$ cat config.mk
export PLATFORM = sky130hd
export DESIGN_NAME = dac_dbuf_bank
export DESIGN_NICKNAME = d
export VERILOG_FILES = /design/src/rtl/dac_dbuf_pkg.sv /design/src/rtl/dac_load_sync.sv /design/src/rtl/dac_xfer_gate.sv /design/src/rtl/dac_chan_slice.sv /design/src/rtl/dac_dbuf_bank.sv
export SDC_FILE = /design/constraint.sdc
export NUM_CORES = 1
export LEC_CHECK = 0
export BUFFER_PORTS_ARGS = -buffer_cell sky130_fd_sc_hd__buf_2
export CAP_MARGIN = 10
export CORE_UTILIZATION = 45
export DETAILED_ROUTE_END_ITERATION = 16
export HOLD_SLACK_MARGIN = 0.05
export PLACE_DENSITY = 0.66
export SLEW_MARGIN = 10
export SYNTH_ARGS = -nofsm -noshare
export SYNTH_HDL_FRONTEND = slang
export SYNTH_SLANG_ARGS = --single-unit
$ cat constraint.sdc
create_clock -name clk -period 3.7 [get_ports clk]
set_input_delay 0.185 -clock clk [delete_from_list [all_inputs] [get_ports clk]]
set_output_delay 0.185 -clock clk [all_outputs]
set_load 0.01 [all_outputs]
$ cat src/rtl/dac_dbuf_pkg.sv
package dac_dbuf_pkg;

    localparam int unsigned CH_COUNT_DEF = 8;
    localparam int unsigned CODE_W_DEF   = 12;
    localparam int unsigned SYNC_LEN_DEF = 2;

    typedef enum logic [1:0] {
        XFER_FOLLOW  = 2'b00,
        XFER_HOLD    = 2'b01,
        XFER_HOLD_B  = 2'b10,
        XFER_HOLD_C  = 2'b11
    } xfer_mode_e;

    // A transfer is enabled in transparent mode or while the synced pin is low.
    function automatic logic xfer_enabled(input xfer_mode_e mode, input logic pin_low);
        return (mode == XFER_FOLLOW) || pin_low;
    endfunction

endpackage

$ cat src/rtl/dac_load_sync.sv
module dac_load_sync #(
    parameter int unsigned STAGES = 2
) (
    input  logic clk,
    input  logic rst,
    input  logic pin_n,
    output logic sync_n
);
    logic [STAGES-1:0] chain_q;

    always_ff @(posedge clk) begin
        if (rst) chain_q <= '1;
        else     chain_q <= {chain_q[STAGES-2:0], pin_n};
    end

    assign sync_n = chain_q[STAGES-1];

    // synced level equals pin two edges back once reset has been gone two cycles
    assert_sync_delay_R5: assert property (@(posedge clk) disable iff (rst)
        (!$past(rst) && !$past(rst, 2)) |-> (sync_n == $past(pin_n, 2)));

endmodule

$ cat src/rtl/dac_xfer_gate.sv
module dac_xfer_gate
    import dac_dbuf_pkg::*;
(
    input  logic [1:0] mode,
    input  logic       sync_n,
    output logic       xfer
);
    xfer_mode_e mode_e;

    always_comb begin
        mode_e = xfer_mode_e'(mode);
        xfer   = xfer_enabled(mode_e, !sync_n);
    end

endmodule

$ cat src/rtl/dac_chan_slice.sv
module dac_chan_slice #(
    parameter int unsigned CODE_W = 12
) (
    input  logic              clk,
    input  logic              rst,
    input  logic              clr,
    input  logic              wr_hit,
    input  logic [CODE_W-1:0] wr_code,
    input  logic              xfer,
    output logic [CODE_W-1:0] out_code,
    output logic              stb
);
    logic [CODE_W-1:0] stage_q;
    logic [CODE_W-1:0] out_q;
    logic              pend_q;
    logic              stb_q;
    logic              copy;

    assign copy = xfer && pend_q;

    always_ff @(posedge clk) begin
        if (rst || clr) begin
            stage_q <= '0;
            out_q   <= '0;
            pend_q  <= 1'b0;
            stb_q   <= 1'b0;
        end else begin
            if (wr_hit) stage_q <= wr_code;
            if (copy)   out_q   <= stage_q;
            stb_q  <= copy;
            pend_q <= wr_hit || (pend_q && !copy);
        end
    end

    assign out_code = out_q;
    assign stb      = stb_q;

    // no transfer enable means the output level holds
    assert_hold_no_xfer_R4: assert property (@(posedge clk) disable iff (rst)
        (!xfer && !clr) |=> $stable(out_code));

    // a channel with no pending data never changes
    assert_clean_stable_R7: assert property (@(posedge clk) disable iff (rst)
        (!pend_q && !clr) |=> ($stable(out_code) && !stb));

    // a write always leaves the pending flag set
    assert_write_pends_R8: assert property (@(posedge clk) disable iff (rst)
        (wr_hit && !clr) |=> pend_q);

    // a strobe shows the staged code of the cycle before
    assert_strobe_data_R3: assert property (@(posedge clk) disable iff (rst)
        stb |-> (out_code == $past(stage_q)));

    // clear empties the output and the pending flag
    assert_clear_R10: assert property (@(posedge clk) disable iff (rst)
        clr |=> (out_code == '0 && !pend_q && !stb));

endmodule

$ cat src/rtl/dac_dbuf_bank.sv
module dac_dbuf_bank
    import dac_dbuf_pkg::*;
#(
    parameter int unsigned CH_COUNT = CH_COUNT_DEF,
    parameter int unsigned CODE_W   = CODE_W_DEF,
    parameter int unsigned SYNC_LEN = SYNC_LEN_DEF,
    localparam int unsigned CH_W    = $clog2(CH_COUNT)
) (
    input  logic                       clk,
    input  logic                       rst,
    input  logic                       wr_en,
    input  logic [CH_W-1:0]            wr_ch,
    input  logic [CODE_W-1:0]          wr_code,
    input  logic [1:0]                 ld_mode,
    input  logic                       load_n,
    input  logic                       clr_data,
    output logic [CH_COUNT*CODE_W-1:0] dac_codes,
    output logic [CH_COUNT-1:0]        upd_stb
);
    logic sync_n;
    logic xfer;

    dac_load_sync #(.STAGES(SYNC_LEN)) sync_i (
        .clk    (clk),
        .rst    (rst),
        .pin_n  (load_n),
        .sync_n (sync_n)
    );

    dac_xfer_gate gate_i (
        .mode   (ld_mode),
        .sync_n (sync_n),
        .xfer   (xfer)
    );

    for (genvar k = 0; k < CH_COUNT; k++) begin : g_ch
        logic hit;
        assign hit = wr_en && (wr_ch == CH_W'(k));

        dac_chan_slice #(.CODE_W(CODE_W)) ch_i (
            .clk      (clk),
            .rst      (rst),
            .clr      (clr_data),
            .wr_hit   (hit),
            .wr_code  (wr_code),
            .xfer     (xfer),
            .out_code (dac_codes[k*CODE_W +: CODE_W]),
            .stb      (upd_stb[k])
        );
    end

    // reset leaves no strobe behind
    assert_reset_quiet_R1: assert property (@(posedge clk)
        rst |=> (upd_stb == '0 && dac_codes == '0));

    // a single write can raise at most one pending strobe path per cycle
    assert_one_write_R2: assert property (@(posedge clk) disable iff (rst)
        (ld_mode == 2'b00 && sync_n && $past(sync_n) && !$past(clr_data))
            |-> $onehot0(upd_stb));

endmodule

Word-level counts from Yosys, hierarchy flattened
Index checks and enable logic that the tools add are counted.
{ "totals": {"wordCells": 85, "register_bits": 210} }
{ "op_classes": {"n_eq_ne": 7, "reduce_logical": 45} }
{ "op_table": {"columns": ["cell", "n"], "rows": [
  ["1-bit logical AND", 24],
  ["3-bit == test, second input constant", 4],
  ["1-bit logical OR", 10],
  ["1-bit zero test", 9],
  ["3-bit by 2-bit == test with 1-bit output, second input constant", 2],
  ["3-bit by 1-bit == test with 1-bit output, second input constant", 1],
  ["3-bit zero test", 1],
  ["2-bit zero test", 1]
]} }

Depth between registers and ports, before layout
Gate-level depths: netlist of run 1.
{ "logic_depth": {"ltp_word": 6, "depth_mapped": 6, "mapped_depth_nobuf": 3} }

Modules after synthesis
A second synthesis of run 1 with hierarchy kept.
{ "hier_totals": {"hier_cells": 837, "area_unflattened_um2": 8942.3} }
{ "modules_own_cells": {"columns": ["mod", "cells_each", "seq_area_each_um2", "area_per_inst_um2", "n_inst"], "rows": [
  ["dac_chan_slice", 103, 520.5, 1098.6, 8],
  ["dac_dbuf_bank", 8, 0.0, 96.3, 1],
  ["dac_load_sync", 4, 40.0, 52.6, 1],
  ["dac_xfer_gate", 1, 0.0, 5.0, 1]
]} }

Worst setup path before layout of run 1
Ideal clock, no wire load.
{ "synth_timing": {"path_type": "register -> register", "start": "register sync_i.chain_q[1]", "end": "register g_ch[1].ch_i.out_q[0]", "stages_incl_launch_ff": 6, "arrival_ns": 1.038, "synth_period_minus_slack_ns": 1.166, "required_time_ns": 3.572, "setup_slack_ns": 2.534, "cell_sequence": "dfxtp_1 -> o21ai_1 -> buf_2 -> and2_1 -> clkbuf_1 -> o21ai_0"} }
{ "synth_via": {"elab_chain_len": 3} }
{ "synth_rtl": {"columns": ["item", "line", "source"], "rows": [
  ["start: declaration", "dac_load_sync.sv:9", "logic [STAGES-1:0] chain_q;"],
  ["start signal: assignment", "dac_load_sync.sv:13", "else chain_q <= {chain_q[STAGES-2:0], pin_n};"],
  ["1-bit zero test", "dac_xfer_gate.sv:12", "xfer = xfer_enabled(mode_e, !sync_n);"],
  ["1-bit logical OR", "dac_dbuf_pkg.sv:16", "return (mode == XFER_FOLLOW) || pin_low;"],
  ["1-bit logical AND", "dac_chan_slice.sv:19", "assign copy = xfer && pend_q;"],
  ["end signal: assignment", "dac_chan_slice.sv:29", "if (copy) out_q <= stage_q;"],
  ["end: declaration", "dac_chan_slice.sv:14", "logic [CODE_W-1:0] out_q;"]
]} }
No other way between the ends.
A chain may end at the register's enable or synchronous reset.

Worst setup path after layout of run 1
{ "layout_timing": {"start": "input port rst", "end": "register g_ch[1].ch_i.stage_q[4]"} }
{ "layout_via": {"elab_chain_len": 1} }
{ "layout_rtl": {"columns": ["item", "line", "source"], "rows": [
  ["start: declaration", "dac_dbuf_bank.sv:10", "input logic rst,"],
  ["1-bit logical OR", "dac_chan_slice.sv:22", "if (rst || clr) begin"],
  ["end signal: assignment", "dac_chan_slice.sv:28", "if (wr_hit) stage_q <= wr_code;"],
  ["end: declaration", "dac_chan_slice.sv:13", "logic [CODE_W-1:0] stage_q;"]
]} }
No other way between the ends.

==> results of run 1 <==
==> metal layers <==
metal | vias to the layer above | part of all wire [%]
met2 | 188 | 45
li1 | 3322 | -
met5 | - | 0
met4 | 0 | 1.8
met1 | 3111 | 48
met3 | 32 | 5.6
==> synthesized netlist by cell type (2+ instances only) <==
| library cell | n |
|---|---|
| nand4b_1 | 3 |
| clkbuf_2 | 2 |
| nand4_1 | 97 |
| and4bb_2 | 2 |
| or2_2 | 3 |
| clkbuf_1 | 45 |
| and3_1 | 8 |
| o21ai_0 | 96 |
| nand2_1 | 288 |
| buf_2 | 27 |
| buf_1 | 13 |
| dfxtp_1 | 210 |
| nor2_1 | 9 |
| and2_1 | 8 |
| nand4bb_1 | 3 |
| a21oi_1 | 104 |
| buf_4 | 15 |
| and4b_1 | 3 |
==> registers in the layout, summed over array words and instances, names as in the netlist <==
register	count
g_ch.ch_i.pend_q	8
g_ch.ch_i.stage_q	96
sync_i.chain_q	2
g_ch.ch_i.stb	8
g_ch.ch_i.out_code	96
==> cells by family (layout without fill, tap and decap cells) <==
family,count (synthesis),after routing,synth area share [%]
simple gates,428,428,26.1
flops,210,210,54.6
compound gates,202,202,13.2
buf+inv,102,177,6.17
==> worst reg2reg max path, cell delays in order, from the launching register on <==
cell and delay (ns):
dfxtp_1 0.69, and2_1 0.46, o21ai_0 0.16
==> report_power, final <==
part | total (uW) | switching, uW | leakage [uW] | internal, uW
sequential | 2280 | 9.94 | 0.00169 | 2270
combinational | 190 | 151 | 0.00129 | 39.3
clock | 2110 | 863 | 0.000354 | 1250
total | 4590 | 1020 | 0.00333 | 3560
==> per-stage QoR <==
stage,power (uW),cell area (sq um)
after detailed placement,2520,8230
after CTS,4620,8970
final,4590,8970
after global placement,2520,8230
after floorplan,2460,7700
after global routing,4740,8970
==> cell type report <==
| type | instances | share of cell area, % |
|---|---|---|
| flip-flops and latches | 210 | 46.9 |
| clock inverters | 6 | 0.377 |
| clock buffers | 32 | 7.46 |
| multi-input cells | 630 | 34.0 |
| well taps | 220 | 3.07 |
| repair buffers | 139 | 8.26 |
==> cells in the final DEF (no fill, tap or decap), types with 2 or more instances in the layout <==
master	count
clkinv_2	5
or2_2	2
a21oi_1	104
dfxtp_1	210
and4bb_2	2
dlygate4sd3_1	4
o21ai_0	96
nand4b_1	3
nor2_1	8
clkbuf_16	23
nand2_1	288
nand4_1	97
clkbuf_1	3
and4b_1	3
and3_1	8
nand4bb_1	3
buf_4	10
and2_1	8
clkbuf_8	6
buf_2	125
==> path summary, 6_finish.rpt <==
kind	to	cells past startpoint	slack, ns
setup reg to reg	g_ch[3].ch_i.out_code[1]$_SDFFE_PP0P_	2	2.27
setup / recovery	g_ch[1].ch_i.stage_q[4]$_SDFFE_PP0P_	5	1.94
hold / removal	g_ch[7].ch_i.stage_q[11]$_SDFFE_PP0P_	3	0.07
hold reg to reg	sync_i.chain_q[1]$_SDFF_PP1_	1	0.42
==> impl_metrics.py, run 1 <==
metrics = {
    "final_layout": {
        "syn2layout_area_growth_pct": 16.4,
        "drive_gt1_share_pct": 17.5,
        "final_cells": 1237,
        "multi_input_area_sq_um": 3050,
        "regArea_sq_um": 4200,
        "n_fill_cell": 1598,
        "utilization_pct": 53.9,
        "antenna_cells": 0,
        "fin_nets": 1025,
    },
    "die": {
        "initial_utilization_pct": 46.3,
        "coreArea_sq_um": 16600,
        "dieArea_sq_um": 17600,
        "die_y_um": 133,
        "fp.dieW_um": 133,
        "rows": 47,
        "io_pins": 126,
    },
    "global_route": {
        "first_global_vias": 6045,
        "grt-ovfl-total": 0,
        "grt_max_degree": 103,
        "grt_antenna_before_repair": 0,
        "grt_usage_pct": 22.2,
        "grt_use_met3_pct": 3.49,
        "gr-max-usage-layer": "met2",
        "grt_pass1_wl_um": 31900,
        "use_met2_pct": 33.9,
        "grtUsageMet1_pct": 32.2,
    },
    "synthesis": {
        "syn_inst": 942,
        "synth_top_area_cell": "dfxtp_1",
        "synth_top_area_share_pct": 54.6,
        "async_flop_share_pct": 0,
        "synth-seq-area-share_pct": 54.6,
        "synth.distinct_cells": 24,
        "syn-num-nets": 964,
        "synth.cell_area_sq_um": 7700,
        "avgSynthCellArea_sq_um": 8.18,
        "synthFlopType": "dfxtp_1",
        "synth-seq-cells": 210,
        "synth_edf_count": 0,
        "synth_warnings": 0,
        "ys_top_cells_by_area": "dfxtp_1, nand2_1, nand4_1, a21oi_1, o21ai_0",
    },
    "sta": {
        "fmax_mhz": 568,
        "finalSetupViolCount": 0,
        "setup_tns_ns": 0,
        "relSlewSlack_pct": 34.4,
        "finClkSkew_ns": 0.00671,
        "worst_slew_pin_slew_ns": 0.985,
        "hold_viol_final": 0,
        "fin_crit_ns": 1.76,
        "rsz0062_at_grt": "no",
        "worst_hold_slack_ns": 0.0672,
        "drv_slew": 0,
        "worst_slack_ns": 1.94,
        "period_share_pct": 47.6,
    },
    "worst_setup_path": {
        "crit_path_start_kind": "input pin",
        "worstSetupPathType": "input pin to register",
        "end_kind": "register",
        "worstPathCellList": "dlygate4sd3_1, buf_2, or2_4, buf_4, a21oi_1",
        "crit_path_start": "rst",
        "cp.required_ns": 4.08,
        "crit_fanout": 86,
        "crit_buf_inv": 3,
        "cp.arrival_ns": 2.14,
        "r2r-start": "g_ch[3].ch_i.pend_q$_SDFF_PP0_",
        "slowest_stage": "or2_4",
        "critPathMaxStageDelay_ns": 0.76,
        "crit_family": "buffers and inverters",
    },
    "clocking": {
        "clockBufferDepth": 3,
        "htreeDepth": 1,
        "clock_latency_ns": 0.49,
        "cts.repair.resized": 0,
        "post_cts_buffers": 0,
        "numCtsBuffers": 22,
        "cts_tree": "done",
        "cts.sinks": 210,
        "root_buffer": "clkbuf_16",
        "cts_hold_buf": 4,
        "clk_pin_slew_ns": 0.06,
    },
    "pwr": {
        "ir_worst_vdd_v": 0.000304,
        "p_per_area_nw_per_um2": 511,
        "leakage_uw": 0.00333,
    },
    "place": {
        "dp.cells": 1195,
        "dpl.hpwl_um": 12100,
        "globalplace.congestion": 0.761,
        "post-place-ws_ns": 1.89,
        "place.port_buffers": 125,
    },
    "routing": {
        "drt_iter0_markers": 522,
        "via_count": 6653,
        "post_drt_wl_per_cell_um": 15.9,
        "firstDrtPassIters": 5,
        "via_per_inst": 5.38,
        "drc": 0,
        "totalWireLength_um": 19700,
        "ant_nets": 0,
    },
    "hold_path": {
        "holdCritStartpoint": "wr_code[11]",
        "holdCritPathClass": "input pin to register",
    },
    "status": {
        "outcome": "finished, final reports clean",
    },
    "job": {
        "cap_viol_max_count": 0,
    },
}
Power figures use the tool's default switching activity.
==> run 2, diff against run 1 <==
- clock period: 3.7 -> 1.8 ns (I/O delays scaled with it)
==> run 2 against run 1 <==
- die area unchanged
- setup slack got worse by 1.6 ns
- via count increased by 1.5%
- register-to-register slack lost 1.9 ns
- non-clock buffer count grew 24
- global-route usage is essentially flat
- largest power group is now clock
==> impl_metrics.py, run 2 (same netlist as run 1, synthesis figures left out) <==
metrics = {
    "place": {
        "globalplace.congestion": 0.781,
        "dpl.hpwl_um": 12100,
        "place.port_buffers": 125,
        "post-place-ws_ns": 0.150,
    },
    "global_route": {
        "grt_max_degree": 99,
        "grt_use_met3_pct": 4.21,
        "grtUsageMet1_pct": 31.2,
        "first_global_vias": 6067,
        "grt_usage_pct": 22.2,
        "grt_pass1_wl_um": 32000,
        "gr-max-usage-layer": "met2",
        "grt_antenna_before_repair": 0,
        "grt-ovfl-total": 0,
        "use_met2_pct": 34.7,
    },
    "worst_setup_path": {
        "critPathMaxStageDelay_ns": 0.49,
        "crit_path_start_kind": "register",
        "worstSetupPathType": "register to register",
        "worstPathCellList": "o21ai_4, and2_1, o21ai_0",
        "slowest_stage": "and2_1",
        "cp.arrival_ns": 1.81,
        "end_kind": "register",
        "crit_fanout": 28,
        "cp.required_ns": 2.16,
        "r2r.worst_path.cells": 3,
    },
    "routing": {
        "via_count": 6753,
        "drc": 0,
        "ant_nets": 0,
        "totalWireLength_um": 20000,
        "drt_iter0_markers": 592,
        "post_drt_wl_per_cell_um": 15.8,
        "via_per_inst": 5.36,
        "firstDrtPassIters": 5,
    },
    "sta": {
        "fin_crit_ns": 1.44,
        "period_share_pct": 80.2,
        "relSlewSlack_pct": 46.7,
        "drv_slew": 0,
        "hold_viol_final": 0,
        "finalSetupViolCount": 0,
        "worst_slack_ns": 0.356,
        "fmax_mhz": 692,
        "finClkSkew_ns": 0.00718,
        "rsz0062_at_grt": "no",
        "setup_tns_ns": 0,
        "worst_slew_pin_slew_ns": 0.796,
    },
    "pwr": {
        "leakage_uw": 0.00349,
        "ir_worst_vdd_v": 0.000576,
        "p_per_area_nw_per_um2": 1070,
    },
    "die": {
        "rows": 47,
        "dieArea_sq_um": 17600,
        "initial_utilization_pct": 46.3,
        "io_pins": 126,
        "die_y_um": 133,
        "coreArea_sq_um": 16600,
        "fp.dieW_um": 133,
    },
    "clocking": {
        "cts.sinks": 210,
        "htreeDepth": 1,
        "clock_latency_ns": 0.50,
        "root_buffer": "clkbuf_16",
        "cts.repair.resized": 0,
        "numCtsBuffers": 22,
        "clk_pin_slew_ns": 0.06,
        "clockBufferDepth": 3,
        "cts_tree": "done",
    },
    "final_layout": {
        "layout_common_cells": "nand2_1, dfxtp_1, buf_2",
        "drive_gt1_share_pct": 18.3,
        "final_common_cell": "nand2_1",
        "syn2layout_area_growth_pct": 20.8,
        "fin_nets": 1049,
        "antenna_cells": 0,
    },
    "hold_path": {
        "holdPathStages": 5,
        "holdCritPathClass": "input pin to register",
    },
    "job": {
        "cap_viol_max_count": 0,
    },
    "status": {
        "outcome": "finished, final reports clean",
    },
}
-- run 2: cell types whose count changed in the layout (fill, tap and decap cells not counted) --
cell,delta
buf_4,+9
dlygate4sd3_1,+11
inv_6,-1
clkinv_2,-4
buf_12,+4
clkinvlp_4,+1
bufinv_16,+3
clkbuf_8,+1
-- run 2: where the power goes --
group	internal (uW)	switching [uW]	total, uW	leakage (uW)
clock	3040	1790	4830	0.000384
sequential	4670	11.7	4680	0.00169
combinational	115	326	441	0.00142
-- run 2: critical path: cells and delay by family (launching register included) --
family           cells  cell delay (ns)
AO/OA/AOI/OAI        2             0.46
AND/OR/NAND/NOR      1             0.49
flip-flops           1             0.35
-- run 2: worst paths after layout --
path / start / endpoint / slack, ns
setup reg to reg: sync_i.chain_q[1]$_SDFF_PP1_ / g_ch[3].ch_i.out_code[3]$_SDFFE_PP0P_ / 0.36
setup / recovery: sync_i.chain_q[1]$_SDFF_PP1_ / g_ch[3].ch_i.out_code[3]$_SDFFE_PP0P_ / 0.36
hold / removal: clr_data / g_ch[0].ch_i.out_code[7]$_SDFFE_PP0P_ / 0.14
hold reg to reg: sync_i.chain_q[0]$_SDFF_PP1_ / sync_i.chain_q[1]$_SDFF_PP1_ / 0.41
-- run 2: area by class of cell --
cell class | count | area (sq um)
timing repair buffer | 163 | 998
fill | 1545 | 7330
sequential | 210 | 4200
multi-input combinational | 630 | 3050
clock inverter | 5 | 103
clock buffer | 33 | 683
tap | 220 | 275
-- run 2: routing by layer --
metal  up-vias  part of all wire (%)
li1       3366                     -
met4         0                   1.9
met1      3122                    46
met5         -                     0
met3        40                   6.6
met2       225                    46
-- run 2: stage by stage --
step / std cells / power, uW / hold slack, ns / utilization (%) / instance area, sq um
6_report: 1261 / 9950 / 0.143 / 55.9 / 9310
2_1_floorplan: 942 / 5050 / 0.194 / - / 7700
5_1_grt: 1261 / 10300 / 0.154 / 55.9 / 9310
3_3_place_gp: 1208 / 5190 / 0.275 / 50.3 / 8370
3_5_place_dp: 1208 / 5190 / 0.280 / 50.3 / 8370
4_1_cts: 1261 / 10000 / 0.133 / 55.9 / 9310
-- run 2: what timing repair did --
| action | CTS | global route |
|---|---|---|
| setup buffers | 0 | 0 |
| hold endpoints to repair | 98 | 0 |
| hold buffers | 15 | 0 |
==> run 3, diff against run 2 <==
- clock period: 1.8 -> 1.5 ns (I/O delays scaled with it)
==> run 3 against run 2 <==
- sequential share of layout area shrank 0.36 points
- non-clock buffer count grew 11
- utilization grew 0.44 points
- largest power group is now registers
- register-to-register slack lost 0.19 ns
- largest cell class unchanged
==> impl_metrics.py, run 3 (same netlist as run 1, synthesis figures left out) <==
metrics = {
    "pwr": {
        "leakage_uw": 0.00355,
        "p_per_area_nw_per_um2": 1250,
        "ir_worst_vdd_v": 0.000891,
    },
    "clocking": {
        "cts.sinks": 210,
        "numCtsBuffers": 22,
        "htreeDepth": 1,
        "clock_latency_ns": 0.50,
        "root_buffer": "clkbuf_16",
        "clk_pin_slew_ns": 0.06,
        "cts_tree": "done",
        "clockBufferDepth": 3,
    },
    "worst_setup_path": {
        "cp.depth": 4,
        "crit_path_end": "g_ch[4].ch_i.out_code[6]$_SDFFE_PP0P_",
        "crit_path_start_kind": "register",
        "slowest_stage": "buf_4",
        "r2r.worst_path.cells": 4,
        "cp.arrival_ns": 1.75,
        "crit_path_start": "sync_i.chain_q[1]$_SDFF_PP1_",
        "worstSetupPathType": "register to register",
        "end_kind": "register",
        "crit_family": "compound AO/OA/AOI/OAI gates",
        "critPathMaxStageDelay_ns": 0.36,
        "worstPathCellList": "o21ai_4, buf_4, nand4_1, o21ai_0",
        "crit_fanout": 31,
        "reg2reg_slack_ns": 0.16,
        "r2r-start": "sync_i.chain_q[1]$_SDFF_PP1_",
        "crit_buf_inv": 1,
        "cp.required_ns": 1.92,
        "timing.rr.end": "g_ch[4].ch_i.out_code[6]$_SDFFE_PP0P_",
    },
    "place": {
        "post-place-ws_ns": -0.147,
        "place_area_sq_um": 8460,
        "place.port_buffers": 125,
        "dpl.hpwl_um": 12400,
        "globalplace.congestion": 0.781,
    },
    "sta": {
        "hold_viol_final": 0,
        "fmax_mhz": 749,
        "worst_slew_pin_slew_ns": 0.786,
        "relSlewSlack_pct": 47.4,
        "period_share_pct": 89.0,
        "drv_slew": 0,
        "worst_hold_slack_ns": 0.160,
        "worst_slack_ns": 0.165,
        "fin_crit_ns": 1.34,
        "finClkSkew_ns": 0.0108,
        "rsz0062_at_grt": "no",
        "finalSetupViolCount": 0,
        "setup_tns_ns": 0,
    },
    "final_layout": {
        "layout_common_cells": "nand2_1, dfxtp_1, buf_2",
        "fin_nets": 1060,
        "fin_area_sq_um": 9380,
        "multi_input_area_sq_um": 3050,
        "n_fill_cell": 1524,
        "final_common_cell": "nand2_1",
        "drive_gt1_share_pct": 19.9,
        "regArea_sq_um": 4200,
        "syn2layout_area_growth_pct": 21.8,
    },
    "global_route": {
        "grt_max_degree": 107,
        "grt_pass1_wl_um": 31700,
        "grt_usage_pct": 22.1,
        "grt_antenna_before_repair": 3,
        "grt-ovfl-total": 0,
        "first_global_vias": 6042,
    },
    "die": {
        "fp.dieW_um": 133,
        "die_y_um": 133,
        "dieArea_sq_um": 17600,
        "initial_utilization_pct": 46.3,
        "coreArea_sq_um": 16600,
        "rows": 47,
        "io_pins": 126,
    },
    "routing": {
        "drt_iter0_markers": 499,
        "ant_nets": 0,
        "totalWireLength_um": 19900,
        "via_per_inst": 5.31,
        "firstDrtPassIters": 4,
        "post_drt_wl_per_cell_um": 15.6,
        "via_count": 6766,
        "drc": 0,
    },
    "job": {
        "cap_viol_max_count": 0,
    },
    "status": {
        "outcome": "finished, final reports clean",
    },
    "hold_path": {
        "holdCritPathClass": "input pin to register",
    },
}
[run 3: cell count changes in the layout (fill, tap and decap cells not counted), moves of 2 or more]
cell	before	now
and2_1	8	1
buf_4	19	30
clkinv_2	1	4
and2_2	0	7
diode_2	0	2
[run 3: tightest hold or removal path: stages]
cell	delay (ns)
buf_2	0.11
nand4b_1	0.10
buf_4	0.19
nand2_1	0.07
a21oi_1	0.05
[run 3: how the worst min path moves through the flow]
| stage | from | endpoint | slack [ns] | cells past startpoint |
|---|---|---|---|---|
| global route | wr_ch[2] | g_ch[6].ch_i.stage_q[2]$_SDFFE_PP0P_ | 0.16 | 5 |
| CTS | wr_ch[2] | g_ch[6].ch_i.stage_q[8]$_SDFFE_PP0P_ | 0.14 | 5 |
| detailed placement | load_n | sync_i.chain_q[0]$_SDFF_PP1_ | 0.26 | 2 |
| finish | wr_ch[2] | g_ch[6].ch_i.stage_q[2]$_SDFFE_PP0P_ | 0.16 | 5 |
| global placement | load_n | sync_i.chain_q[0]$_SDFF_PP1_ | 0.26 | 2 |
| floorplan | load_n | sync_i.chain_q[0]$_SDFF_PP1_ | 0.18 | 1 |
[run 3: layout make-up]
class                           count  area share [%]
Timing Repair Buffer              174            11.5
Clock buffer                       33            7.28
Multi-Input combinational cell    630            32.6
Tap cell                          220            2.93
Sequential cell                   210            44.8
Clock inverter                      6           0.853
Antenna cell                        2          0.0533
[run 3: through the flow]
step | total power, uW | util [%] | std cells
2_1_floorplan | 6060 | - | 942
3_3_place_gp | 6250 | 50.8 | 1219
3_5_place_dp | 6250 | 50.8 | 1219
4_1_cts | 11900 | 56.3 | 1273
5_1_grt | 12200 | 56.4 | 1274
6_report | 11800 | 56.4 | 1275
[run 3: power breakdown]
part           switching, uW  total (uW)  internal (uW)  leakage [uW]
Sequential              14.3        5620           5600       0.00169
Combinational            388         541            153       0.00147
Clock                   2140        5610           3480      0.000381
Total                   2540       11800           9230       0.00355
[run 3: per-layer routing]
layer	wire length, um	track usage (%)	vias to the layer above
met1	9100	31.6	3155
met3	1320	4.10	29
met2	9060	33.7	197
met4	368	6.58	2
li1	-	-	3383
met5	9	0	-
[run 3: timing repair]
action,4_1_cts,5_1_grt
endpoints found under the setup margin,0,59
hold buffers,15,0
resized for setup,0,7
endpoints found under the hold margin,98,0
buffers inserted,0,0
